$ cat src/rtl/disp_pkg.sv
// Package: shared widths and helpers for the disparity codec.
// Assumes the framing field sits directly above the payload and the
// inversion flag directly above the framing field.
package disp_pkg;

    localparam int PAYLOAD_W = 64;
    localparam int FRAME_W   = 2;
    localparam int IN_W      = PAYLOAD_W + FRAME_W;
    localparam int LINE_W    = IN_W + 1;
    localparam int CNT_W     = $clog2(LINE_W + 1);

    // Count the ones in a payload-sized vector.
    function automatic logic [CNT_W-1:0] ones_payload(input logic [PAYLOAD_W-1:0] v);
        logic [CNT_W-1:0] n;
        n = '0;
        for (int i = 0; i < PAYLOAD_W; i++) begin
            n = n + CNT_W'(v[i]);
        end
        return n;
    endfunction

endpackage

$ cat src/rtl/disp_meter.sv
// Module: disp_meter
// Computes, without registers, the 67-bit disparity a word would have if
// sent plain (flag 0) or inverted (flag 1). Disparity = ones - zeros.
// Assumes RD_W is wide enough to hold +/- LINE_W.
module disp_meter
    import disp_pkg::*;
#(
    parameter int RD_W = 12
) (
    input  logic [IN_W-1:0]        word,
    output logic signed [RD_W-1:0] d_plain,
    output logic signed [RD_W-1:0] d_invert
);

    logic [CNT_W-1:0] pay_ones;
    logic [CNT_W-1:0] frm_ones;

    // Purpose: count ones in the payload and in the framing field.
    always_comb begin
        pay_ones = ones_payload(word[PAYLOAD_W-1:0]);
        frm_ones = '0;
        for (int j = 0; j < FRAME_W; j++) begin
            frm_ones = frm_ones + CNT_W'(word[PAYLOAD_W + j]);
        end
    end

    logic signed [RD_W-1:0] ones_plain;
    logic signed [RD_W-1:0] ones_inv;

    // Purpose: turn ones counts of both variants into signed disparities.
    always_comb begin
        ones_plain = $signed(RD_W'(frm_ones)) + $signed(RD_W'(pay_ones));
        ones_inv   = $signed(RD_W'(frm_ones)) + $signed(RD_W'(PAYLOAD_W))
                     - $signed(RD_W'(pay_ones)) + $signed(RD_W'(1));
        d_plain    = (ones_plain <<< 1) - $signed(RD_W'(LINE_W));
        d_invert   = (ones_inv   <<< 1) - $signed(RD_W'(LINE_W));
    end

endmodule

$ cat src/rtl/disp_tx_gen.sv
// Module: disp_tx_gen
// Transmit side: holds the running disparity and picks plain or inverted
// payload per accepted word, appending the flag as the top bit.
// Assumes the framing field holds one one and one zero for the bound to hold.
module disp_tx_gen
    import disp_pkg::*;
#(
    parameter int RD_W     = 12,
    parameter int RD_LIMIT = 96
) (
    input  logic              clk,
    input  logic              rst_n,
    input  logic              in_valid,
    input  logic [IN_W-1:0]   in_word,
    output logic              out_valid,
    output logic [LINE_W-1:0] out_word,
    output logic              excursion
);

    logic signed [RD_W-1:0] d_plain;
    logic signed [RD_W-1:0] d_invert;
    logic signed [RD_W-1:0] rd_q;
    logic                   flip;

    disp_meter #(.RD_W(RD_W)) u_meter (
        .word     (in_word),
        .d_plain  (d_plain),
        .d_invert (d_invert)
    );

    // Purpose: invert when running disparity is nonzero and shares the candidate's sign.
    always_comb begin
        flip = (rd_q != '0) && (rd_q[RD_W-1] == d_plain[RD_W-1]);
    end

    // Purpose: register output word, its valid and the running disparity.
    always_ff @(posedge clk) begin
        if (!rst_n) begin
            out_valid <= 1'b0;
            out_word  <= '0;
            rd_q      <= '0;
        end else begin
            out_valid <= in_valid;
            if (in_valid) begin
                out_word <= {flip, in_word[IN_W-1:PAYLOAD_W],
                             in_word[PAYLOAD_W-1:0] ^ {PAYLOAD_W{flip}}};
                rd_q     <= rd_q + (flip ? d_invert : d_plain);
            end
        end
    end

    // Purpose: report running disparity outside the permitted window.
    always_comb begin
        excursion = (rd_q > $signed(RD_W'(RD_LIMIT))) ||
                    (rd_q < -$signed(RD_W'(RD_LIMIT)));
    end

endmodule

$ cat src/rtl/disp_rx_chk.sv
// Module: disp_rx_chk
// Receive side: undoes payload inversion according to the top flag bit.
// Assumes the flag is the most significant bit of the received word.
module disp_rx_chk
    import disp_pkg::*;
(
    input  logic              clk,
    input  logic              rst_n,
    input  logic              in_valid,
    input  logic [LINE_W-1:0] in_word,
    output logic              out_valid,
    output logic [IN_W-1:0]   out_word
);

    logic flag;

    // Purpose: pick out the inversion flag.
    always_comb flag = in_word[LINE_W-1];

    // Purpose: register restored word and its valid.
    always_ff @(posedge clk) begin
        if (!rst_n) begin
            out_valid <= 1'b0;
            out_word  <= '0;
        end else begin
            out_valid <= in_valid;
            if (in_valid) begin
                out_word <= {in_word[IN_W-1:PAYLOAD_W],
                             in_word[PAYLOAD_W-1:0] ^ {PAYLOAD_W{flag}}};
            end
        end
    end

endmodule

$ cat src/rtl/disp_codec.sv
// Module: disp_codec
// Top: transmit disparity generator and receive disparity checker side by side.
// Assumes both directions share one clock and one synchronous active-low reset.
module disp_codec
    import disp_pkg::*;
#(
    parameter int RD_W     = 12,
    parameter int RD_LIMIT = 96
) (
    input  logic              clk,
    input  logic              rst_n,
    input  logic              tx_in_valid,
    input  logic [IN_W-1:0]   tx_in_word,
    output logic              tx_out_valid,
    output logic [LINE_W-1:0] tx_out_word,
    output logic              disp_excursion,
    input  logic              rx_in_valid,
    input  logic [LINE_W-1:0] rx_in_word,
    output logic              rx_out_valid,
    output logic [IN_W-1:0]   rx_out_word
);

    disp_tx_gen #(.RD_W(RD_W), .RD_LIMIT(RD_LIMIT)) u_tx (
        .clk       (clk),
        .rst_n     (rst_n),
        .in_valid  (tx_in_valid),
        .in_word   (tx_in_word),
        .out_valid (tx_out_valid),
        .out_word  (tx_out_word),
        .excursion (disp_excursion)
    );

    disp_rx_chk u_rx (
        .clk       (clk),
        .rst_n     (rst_n),
        .in_valid  (rx_in_valid),
        .in_word   (rx_in_word),
        .out_valid (rx_out_valid),
        .out_word  (rx_out_word)
    );

endmodule

$ cat config.mk
export PLATFORM = sky130hd
export DESIGN_NAME = disp_codec
export DESIGN_NICKNAME = d
export VERILOG_FILES = /design/src/rtl/disp_pkg.sv /design/src/rtl/disp_meter.sv /design/src/rtl/disp_tx_gen.sv /design/src/rtl/disp_rx_chk.sv /design/src/rtl/disp_codec.sv
export SDC_FILE = /design/constraint.sdc
export NUM_CORES = 1
export LEC_CHECK = 0
export ABC_AREA = 1
export BUFFER_PORTS_ARGS = -buffer_cell sky130_fd_sc_hd__buf_2
export CAP_MARGIN = 20
export CORE_ASPECT_RATIO = 0.9
export CORE_UTILIZATION = 37
export DETAILED_ROUTE_END_ITERATION = 16
export GPL_TIMING_DRIVEN = 0
export PLACE_DENSITY_LB_ADDON = 0.05
export SKIP_LAST_GASP = 1
export SYNTH_ARGS = -nofsm -noshare
export SYNTH_HDL_FRONTEND = slang
export SYNTH_HIERARCHICAL = 1
export SYNTH_SLANG_ARGS = --single-unit
$ cat constraint.sdc
create_clock -name clk -period 24.2 [get_ports clk]
set_clock_uncertainty 0.2 [all_clocks]
set_input_delay 2.42 -clock clk [delete_from_list [all_inputs] [get_ports clk]]
set_output_delay 2.42 -clock clk [all_outputs]
set_load 0.01 [all_outputs]
Yosys cells after proc, flatten, opt, wreduce, memory -nomap -nowiden
Index checks and enable logic that the tools add are counted.
- register bits after elaboration: 147
- input bits: 137
- output and inout bits: 136
- logic and storage cells: 85
- $add $sub $neg: 71
- $lt $le $gt $ge: 2
- equal/unequal tests: 1
- mux-type cells: 1
- bitwise operators: 2
- reduce and logical (&&, ||, !) cells: 3
- operators with widths (kind ; count):
    $add A7 B1 Y7 ; 57
    $xor A64 B64 Y64 ; 2
    $add A12 B12 Y12 ; 1
    $gt A12 B8 Y1 const B ; 1
    $lt A12 B8 Y1 const B ; 1
    $mux W12 ; 1
    $reduce_bool A12 Y1 ; 1
    $sub A11 B8 Y12 const B ; 1
    $add A9 B2 Y10 const B ; 1
    $sub A9 B7 Y10 const B ; 1
    $sub A8 B7 Y9 ; 1
    $add A2 B7 Y8 ; 1
    $add A2 B7 Y8 const B ; 1
    $add A6 B1 Y7 ; 1
    $add A5 B1 Y6 ; 1
    $add A4 B1 Y5 ; 1
    $add A1 B1 Y2 ; 2
    $add A3 B1 Y4 ; 1
    $add A2 B1 Y3 ; 1
    $eq A1 B1 Y1 ; 1
    $logic_and A1 B1 Y1 ; 1
    $logic_or A1 B1 Y1 ; 1

Longest topological paths before layout
Gate-level depths: netlist of run 1.
- depth after elaboration: 69
- depth in mapped cells: 47
- gate-level depth less buffers: 44

By module
Netlist of run 1, hierarchy kept.
- by module, submodules not included (module ; instances ; cells each ; area an instance (µm²) ; seq. area each (µm²)):
    disp_tx_gen ; 1 ; 620 ; 4395.5 ; 1601.5
    disp_rx_chk ; 1 ; 624 ; 3612.2 ; 1341.3
    disp_meter ; 1 ; 338 ; 2576.2 ; 0.0

Worst setup path after synthesis of run 1
OpenSTA, ideal clock, no wires.
- path type: input to register
- start point: input tx_in_word[0]
- end point: register u_tx.rd_q[8]
- library setup time: 115 ps
- arrival time: 10856 ps
- required time: 23885 ps
- setup slack: 13028 ps
- stages: 39
- path buffers: 3
- cell sequence: inv_1 fa_1 fa_1 inv_1 fa_1 fa_1 fa_1 fa_1 fa_1 inv_1 fa_1 fa_1 fa_1 inv_1 ha_1 a21oi_1 nor2_1 nand3_1 [... 3 more ...] nand2_1 nor2_1 buf_4 xnor2_1 nand2_2 buf_6 buf_6 o21ai_0 inv_1 fa_1 inv_1 nand3_1 nand2_1 nand3_1 nand3_1 nand2_1 o21ai_0 inv_1
- longest elaborated chain between the ends: 69
- elaborated cells on any way between the ends: 72
- classes of those cells: 69 x add/sub; 1 x eq/ne; 1 x mux; 1 x reduce/logical
- RTL lines (item ; RTL line ; RTL):
    start, declared ; disp_codec.sv:13 ; input logic [IN_W-1:0] tx_in_word,
    $add A1 B1 Y2 ; disp_pkg.sv:17 ; n = n + CNT_W'(v[i]);
    $add A2 B1 Y3 ; disp_pkg.sv:17 ;
    $add A3 B1 Y4 ; disp_pkg.sv:17 ;
    $add A4 B1 Y5 ; disp_pkg.sv:17 ;
    $add A5 B1 Y6 ; disp_pkg.sv:17 ;
    $add A6 B1 Y7 ; disp_pkg.sv:17 ;
    $add A7 B1 Y7 (57 in a row) ; disp_pkg.sv:17 ;
    $add A2 B7 Y8 ; disp_meter.sv:32 ; ones_plain = $signed(RD_W'(frm_ones)) + $signed(RD_W'(pay_ones));
    $sub A9 B7 Y10 ; disp_meter.sv:35 ; d_plain = (ones_plain <<< 1) - $signed(RD_W'(LINE_W));
    via u_tx.d_plain[9] ; disp_tx_gen.sv:20 ; logic signed [RD_W-1:0] d_plain;
    $eq A1 B1 Y1 ; disp_tx_gen.sv:33 ; flip = (rd_q != '0) && (rd_q[RD_W-1] == d_plain[RD_W-1]);
    $logic_and A1 B1 Y1 ; disp_tx_gen.sv:33 ;
    $mux W12 ; disp_tx_gen.sv:47 ; rd_q <= rd_q + (flip ? d_invert : d_plain);
    $add A12 B12 Y12 ; disp_tx_gen.sv:47 ;
    end signal, assigned ; disp_tx_gen.sv:47 ;
    end, declared ; disp_tx_gen.sv:22 ; logic signed [RD_W-1:0] rd_q;
The timed path passes the listed nets, and every way through them passes these cells.
A chain may end at the register's enable or synchronous reset.

Final worst setup path of run 1
Ends and elaborated chain as after synthesis.

==> metrics, run 1 <==
GRT Total Usage=0.213; Post-synth EDFFs=0; Max Clock Freq=84.7 MHz; Worst-path clk slew=0.07 ns; Syn Area/Cell=6.69 um^2; RePlAce Congestion=0.821; via count=9947; flop2flop setup slack=20.91 ns; largest net degree at the start of global routing=17; crit-path max cell delay=0.63 ns; Post-Syn Instances=1582; cts hold-fix bufs=0; Reg2Reg Depth=20; CP Class=in -> reg; drt first pass iters=5; Critical Path Start=tx_in_word[0]; TritonCTS clock tree=yes; PostCTS Resize Cnt=0; FILL cells=2992; TritonCTS Buffers=17; Most common cell on crit path=fa_1; Root Buffer=clkbuf_16; Most used DFF post-synth=dfxtp_1; routed len/inst=13.7 um; register area share after synthesis=0.278; Initial Utilization=0.378; num rows=58; top post-synthesis cells by area=dfxtp_1, inv_1, nor2_1; FF+latch count, synth=147; die area=29300 um^2; nets=2104; FF-to-FF End=u_tx/rd_q[8]; area delta synth->final=22.4%; DP HPWL=24400 um; reg2reg start=u_tx/rd_q[11]; WL final=30900 um; Synth Warn #=6; Setup violations, final=0; top cell type's share of synthesized area=0.278; Vias/cell=4.42; Die Wd=180 um; Die Ht=162 um; DR iter-0 viols=487; Final min period=11.80 ns; end of the critical path=u_tx/rd_q[8]; Slowest-stage cell, CP=fa_1; Synth top cells by count=inv_1, nor2_1, nand2_1; max-cap viol count=0; worst min path class=reg -> reg; Hold Startpoint=u_tx/out_word[64]; met3 usage in global routing=0.0443; Worst-Skew Late Latency=0.43 ns; layout cells sized above 1=0.201; Synth area leader=dfxtp_1; met1 Usage GRT=0.286; count of final max-slew check failures=0; met2 Usage GRT=0.344; endpoint type of the worst setup path=flop; first-pass GRT wire length=48800 um; slew of the pin with the lowest slew margin=0.785 ns; CP required=24.33 ns; I/O pin total=273; outcome=finished, final reports clean; arrival time worst endpoint=11.94 ns; CTS H-tree lvls=4; asr flop ratio synth=0; total grt overflow=0; Crit Path Max Fanout=10; most frequent cell after synthesis=inv_1; Setup Buffers After CTS=0; unrepaired setup endpoints after global routing=no; number of unique standard cell types used by synthesis=34; port bufs=271; CP startpoint kind=input pin; vias in the first global route=9243; Slew HR=0.477; GRT busiest layer=met2; DRC=0; Final period util=0.488; initial antenna violation count=5; setup tns final=0 ns; Hold Violations, Final=0; core area=28000 um^2; Post-Syn Area=10600 um^2; Clock Sinks=147; number of nets with antenna violations after routing=0; Max Buffers Root-to-Sink=2
critical path: cells and delay by family:
family	cells	cell delay, ns
xor+xnor	2	0.45
buf+inv	12	1.29
fa+ha+maj	12	5.88
simple gates	11	1.37
compound gates	3	0.50
how the worst min path moves through the flow:
| stage | end | slack, ns | cells after the start |
|---|---|---|---|
| floorplan | u_tx/rd_q[0] | 0.29 | 2 |
| global placement | u_rx/out_word[64] | 0.27 | 2 |
| detailed placement | u_tx/out_word[65] | 0.28 | 2 |
| CTS | u_tx/out_word[65] | 0.30 | 2 |
| global route | u_rx/out_word[64] | 0.33 | 2 |
| finish | u_tx/out_word[64] | 0.30 | 2 |
cell type report:
cell class	instances	area (um^2)	area share
diodes	6	15.0	0.00116
plain buffers	72	437	0.0337
multi-input cells	1035	5970	0.461
flip-flops and latches	147	2940	0.227
clock inverters	12	113	0.00869
well taps	360	450	0.0348
repair buffers	271	1360	0.105
inverters	329	1230	0.0954
clock buffers	18	429	0.0331
placed cells by master, fill, tap and decap left out, drive strengths merged, types with 3 or more instances in the layout:
cell type  netlist  layout
dfxtp          147     147
xnor2           71      71
a21o             3       3
clkinv           0       5
diode            0       6
fa              57      57
clkbuf          25      43
inv            329     330
ha              37      37
nand2          313     313
mux2            10      10
xor2             8       8
clkinvlp         0       5
buf             47     318
a21oi           22      22
nand4            8       8
o21ai           84      84
nor2           308     308
nand3          102     102
sequential cells by signal, indices dropped and copies added (netlist names):
register	flops
u_tx/out_word	67
u_rx/out_word	66
u_tx/rd_q	12
u_rx/out_valid	1
u_tx/out_valid	1
through the flow:
step	area, um^2	setup slack [ns]	util	std cells	hold WS, ns
6_report	13000	12.40	0.462	2250	0.302
5_1_grt	12900	11.71	0.462	2247	0.333
4_1_cts	12900	12.35	0.462	2244	0.301
3_5_place_dp	12400	11.86	0.442	2214	0.282
3_3_place_gp	12400	11.95	0.442	2214	0.272
2_1_floorplan	10600	13.03	-	1583	0.292
metal layers:
metal  part of all wire  wire [um]
met5                  0          0
met4              0.017        512
met3              0.063       1950
met2               0.45      13900
met1               0.47      14600
cell families after synthesis:
logic type / count (synthesis) / share of synthesized area
AO/OA/AOI/OAI: 113 / 0.0554
flip-flops: 147 / 0.278
AND/OR/NAND/NOR: 737 / 0.281
XOR/XNOR: 79 / 0.0654
other: 1 / 0.000354
multiplexers: 10 / 0.0106
buffers and inverters: 401 / 0.158
adder cells (fa/ha/maj): 94 / 0.152
Power of run 1 is not shown: default switching activity piles up to over one toggle a cycle in this logic, so the estimate is an artifact.
==> inputs of run 2 (changes only) <==
--- a/config.mk
+++ b/config.mk
@@ -5,7 +5,7 @@
 export SDC_FILE = /design/constraint.sdc
 export NUM_CORES = 1
 export LEC_CHECK = 0
-export ABC_AREA = 1
+export ABC_AREA = 0
 export BUFFER_PORTS_ARGS = -buffer_cell sky130_fd_sc_hd__buf_2
 export CAP_MARGIN = 20
 export CORE_ASPECT_RATIO = 0.9
==> constraint.sdc (replaced) <==
create_clock -name clk -period 12 [get_ports clk]
set_clock_uncertainty 0.2 [all_clocks]
set_input_delay 1.2 -clock clk [delete_from_list [all_inputs] [get_ports clk]]
set_output_delay 1.2 -clock clk [all_outputs]
set_load 0.01 [all_outputs]
==> metrics, run 2 <==
outcome=finished, final reports clean; Most used DFF post-synth=dfxtp_1; Final period util=0.943; Die Ht=155 um; max reg flops=67; main combinational cell family by area after synthesis=compound AO/OA/AOI/OAI gates; PostCTS Resize Cnt=0; GRT Total Usage=0.208; Post-Syn Instances=1011; WL final=27200 um; number of nets with antenna violations after routing=0; Final min period=11.32 ns; Regs by FF count=u_tx/out_word (67), u_rx/out_word (66), u_tx/rd_q (12); FILL cells=2527; DRC=0; routed len/inst=16.4 um; reg2reg start=u_tx/rd_q[1]; Setup violations, final=0; CP startpoint kind=input pin; nets=1531; Slew HR=0.491; area delta synth->final=24.9%; CP Class=in -> reg; Reg2Reg Depth=13; Synth Area in Compound Gates=0.186; Post-synth EDFFs=0; FF+latch count, synth=147; DR iter-0 viols=445; register area share after synthesis=0.304; worst hold stages=1; Post-Syn Area=9680 um^2; top post-synthesis cells by area=dfxtp_1, xnor2_1, fa_1; top cell type's share of synthesized area=0.304; Biggest register=u_tx/out_word; first-pass GRT wire length=42700 um; layout cells sized above 1=0.286; RePlAce Congestion=0.788; CTS H-tree lvls=4; Synth top cells by count=xnor2_1, dfxtp_1, inv_1; Max Buffers Root-to-Sink=2; total grt overflow=0; slew of the pin with the lowest slew margin=0.764 ns; core area=25400 um^2; Initial Utilization=0.381; TritonCTS Buffers=17; max-cap viol count=0; most frequent cell after synthesis=xnor2_1; Die Wd=172 um; arrival time worst endpoint=11.43 ns; Syn Area/Cell=9.57 um^2; largest net degree at the start of global routing=19; Post-Synth XOR/XNOR Area=0.148; TritonCTS clock tree=yes; sequential cell area=2940 um^2; Root Buffer=clkbuf_16; Setup Buffers After CTS=0; FF-to-FF End=u_tx/rd_q[11]; Most common cell on crit path=fa_1; most common cell after layout, fill and taps aside=buf_2; Hold Violations, Final=0; Simple-Gate Fraction of Synth Area=0.0861; Synth Warn #=6; most frequent cells in the layout=buf_2, xnor2_1, dfxtp_1; Final Util=0.476; endpoint type of the worst setup path=flop; I/O pin total=273; via count=7912; ant diodes=0; mux contribution to synthesized area=0.0340; initial antenna violation count=2; Max Clock Freq=88.4 MHz; WHS Endpoint=u_tx/out_word[0]; Crit Path Max Fanout=10; area of the multi-input gates=6010 um^2; Hold Startpoint=u_tx/out_word[0]; worst min path class=reg -> reg; num rows=55; port bufs=269; unrepaired setup endpoints after global routing=no; Slowest-stage cell, CP=fa_1; Clock Sinks=147; count of final max-slew check failures=0; drt first pass iters=6; vias in the first global route=7766; CP required=12.11 ns; flop2flop setup slack=7.65 ns; crit-path max cell delay=0.58 ns; Synth area leader=dfxtp_1; Worst-path clk slew=0.07 ns; die area=26800 um^2; Vias/cell=4.78; number of unique standard cell types used by synthesis=67; cts hold-fix bufs=0; DP HPWL=21400 um; post-synthesis adder-cell area fraction=0.166; Worst-Skew Late Latency=0.43 ns; asr flop ratio synth=0
==> run 2: cell count changes after synthesis, moves of 12 or more <==
cell | previous run | this run
a21oi_1 | 22 | 74
buf_4 | 20 | 6
inv_1 | 325 | 83
mux2i_1 | 0 | 12
nand2_1 | 302 | 76
nand3_1 | 100 | 7
nor2_1 | 306 | 14
nor2b_1 | 0 | 17
o211a_1 | 0 | 66
o21ai_1 | 27 | 15
xnor2_1 | 71 | 148
==> run 2: worst max-delay path: cells and delay by family <==
| kind | cells | cell delay, ns |
|---|---|---|
| and+or+nand+nor | 5 | 1.09 |
| buffers and inverters | 7 | 0.93 |
| xor gates and xnor gates | 2 | 0.54 |
| adders and majority gates | 11 | 5.49 |
| AOI/OAI and AO/OA | 7 | 1.48 |
| muxes | 2 | 0.69 |
==> run 2: per-stage QoR <==
stage	hold WS [ns]	std cells	setup WS [ns]	TNS, ns	area, um^2
detailed placement	0.262	1623	-0.139	-0.139	11500
floorplan	0.294	1012	1.09	0	9680
finish	0.275	1655	0.682	0	12100
CTS	0.279	1655	0.283	0	12100
global route	0.295	1655	0.0339	0	12100
global placement	0.257	1623	-0.141	-0.141	11500
==> run 2: cell families after synthesis <==
kind of cell	count (synthesis)
mux	27
buf+inv	154
compound gates	264
simple gates	166
other cells	1
flops	147
xor+xnor	158
fa+ha+maj	94
==> run 2: worst max path at each step <==
stage                  start  depth (start not counted)             to
3_5_place_dp   tx_in_word[0]                         35  u_tx/rd_q[11]
5_1_grt        tx_in_word[0]                         36  u_tx/rd_q[11]
4_1_cts        tx_in_word[0]                         35  u_tx/rd_q[11]
3_3_place_gp   tx_in_word[0]                         35  u_tx/rd_q[11]
6_report       tx_in_word[0]                         34  u_tx/rd_q[11]
2_1_floorplan  tx_in_word[0]                         33  u_tx/rd_q[11]
==> run 2: final cells by class <==
cell class | instances | share of cell area
inverters | 83 | 0.0258
clock buffers | 17 | 0.0352
repair buffers | 269 | 0.111
flip-flops and latches | 147 | 0.243
well taps | 342 | 0.0354
plain buffers | 71 | 0.0352
multi-input cells | 711 | 0.497
clock inverters | 15 | 0.0164
==> run 2: layer usage <==
| layer | global-route usage | vias to the layer above | share of wire |
|---|---|---|---|
| met3 | 0.0603 | 16 | 0.072 |
| met4 | 0.0510 | 4 | 0.0092 |
| met5 | 0 | - | 0.00074 |
| li1 | - | 3989 | - |
| met1 | 0.279 | 3660 | 0.47 |
| met2 | 0.326 | 243 | 0.45 |
Power of run 2 is left out for the same reason.
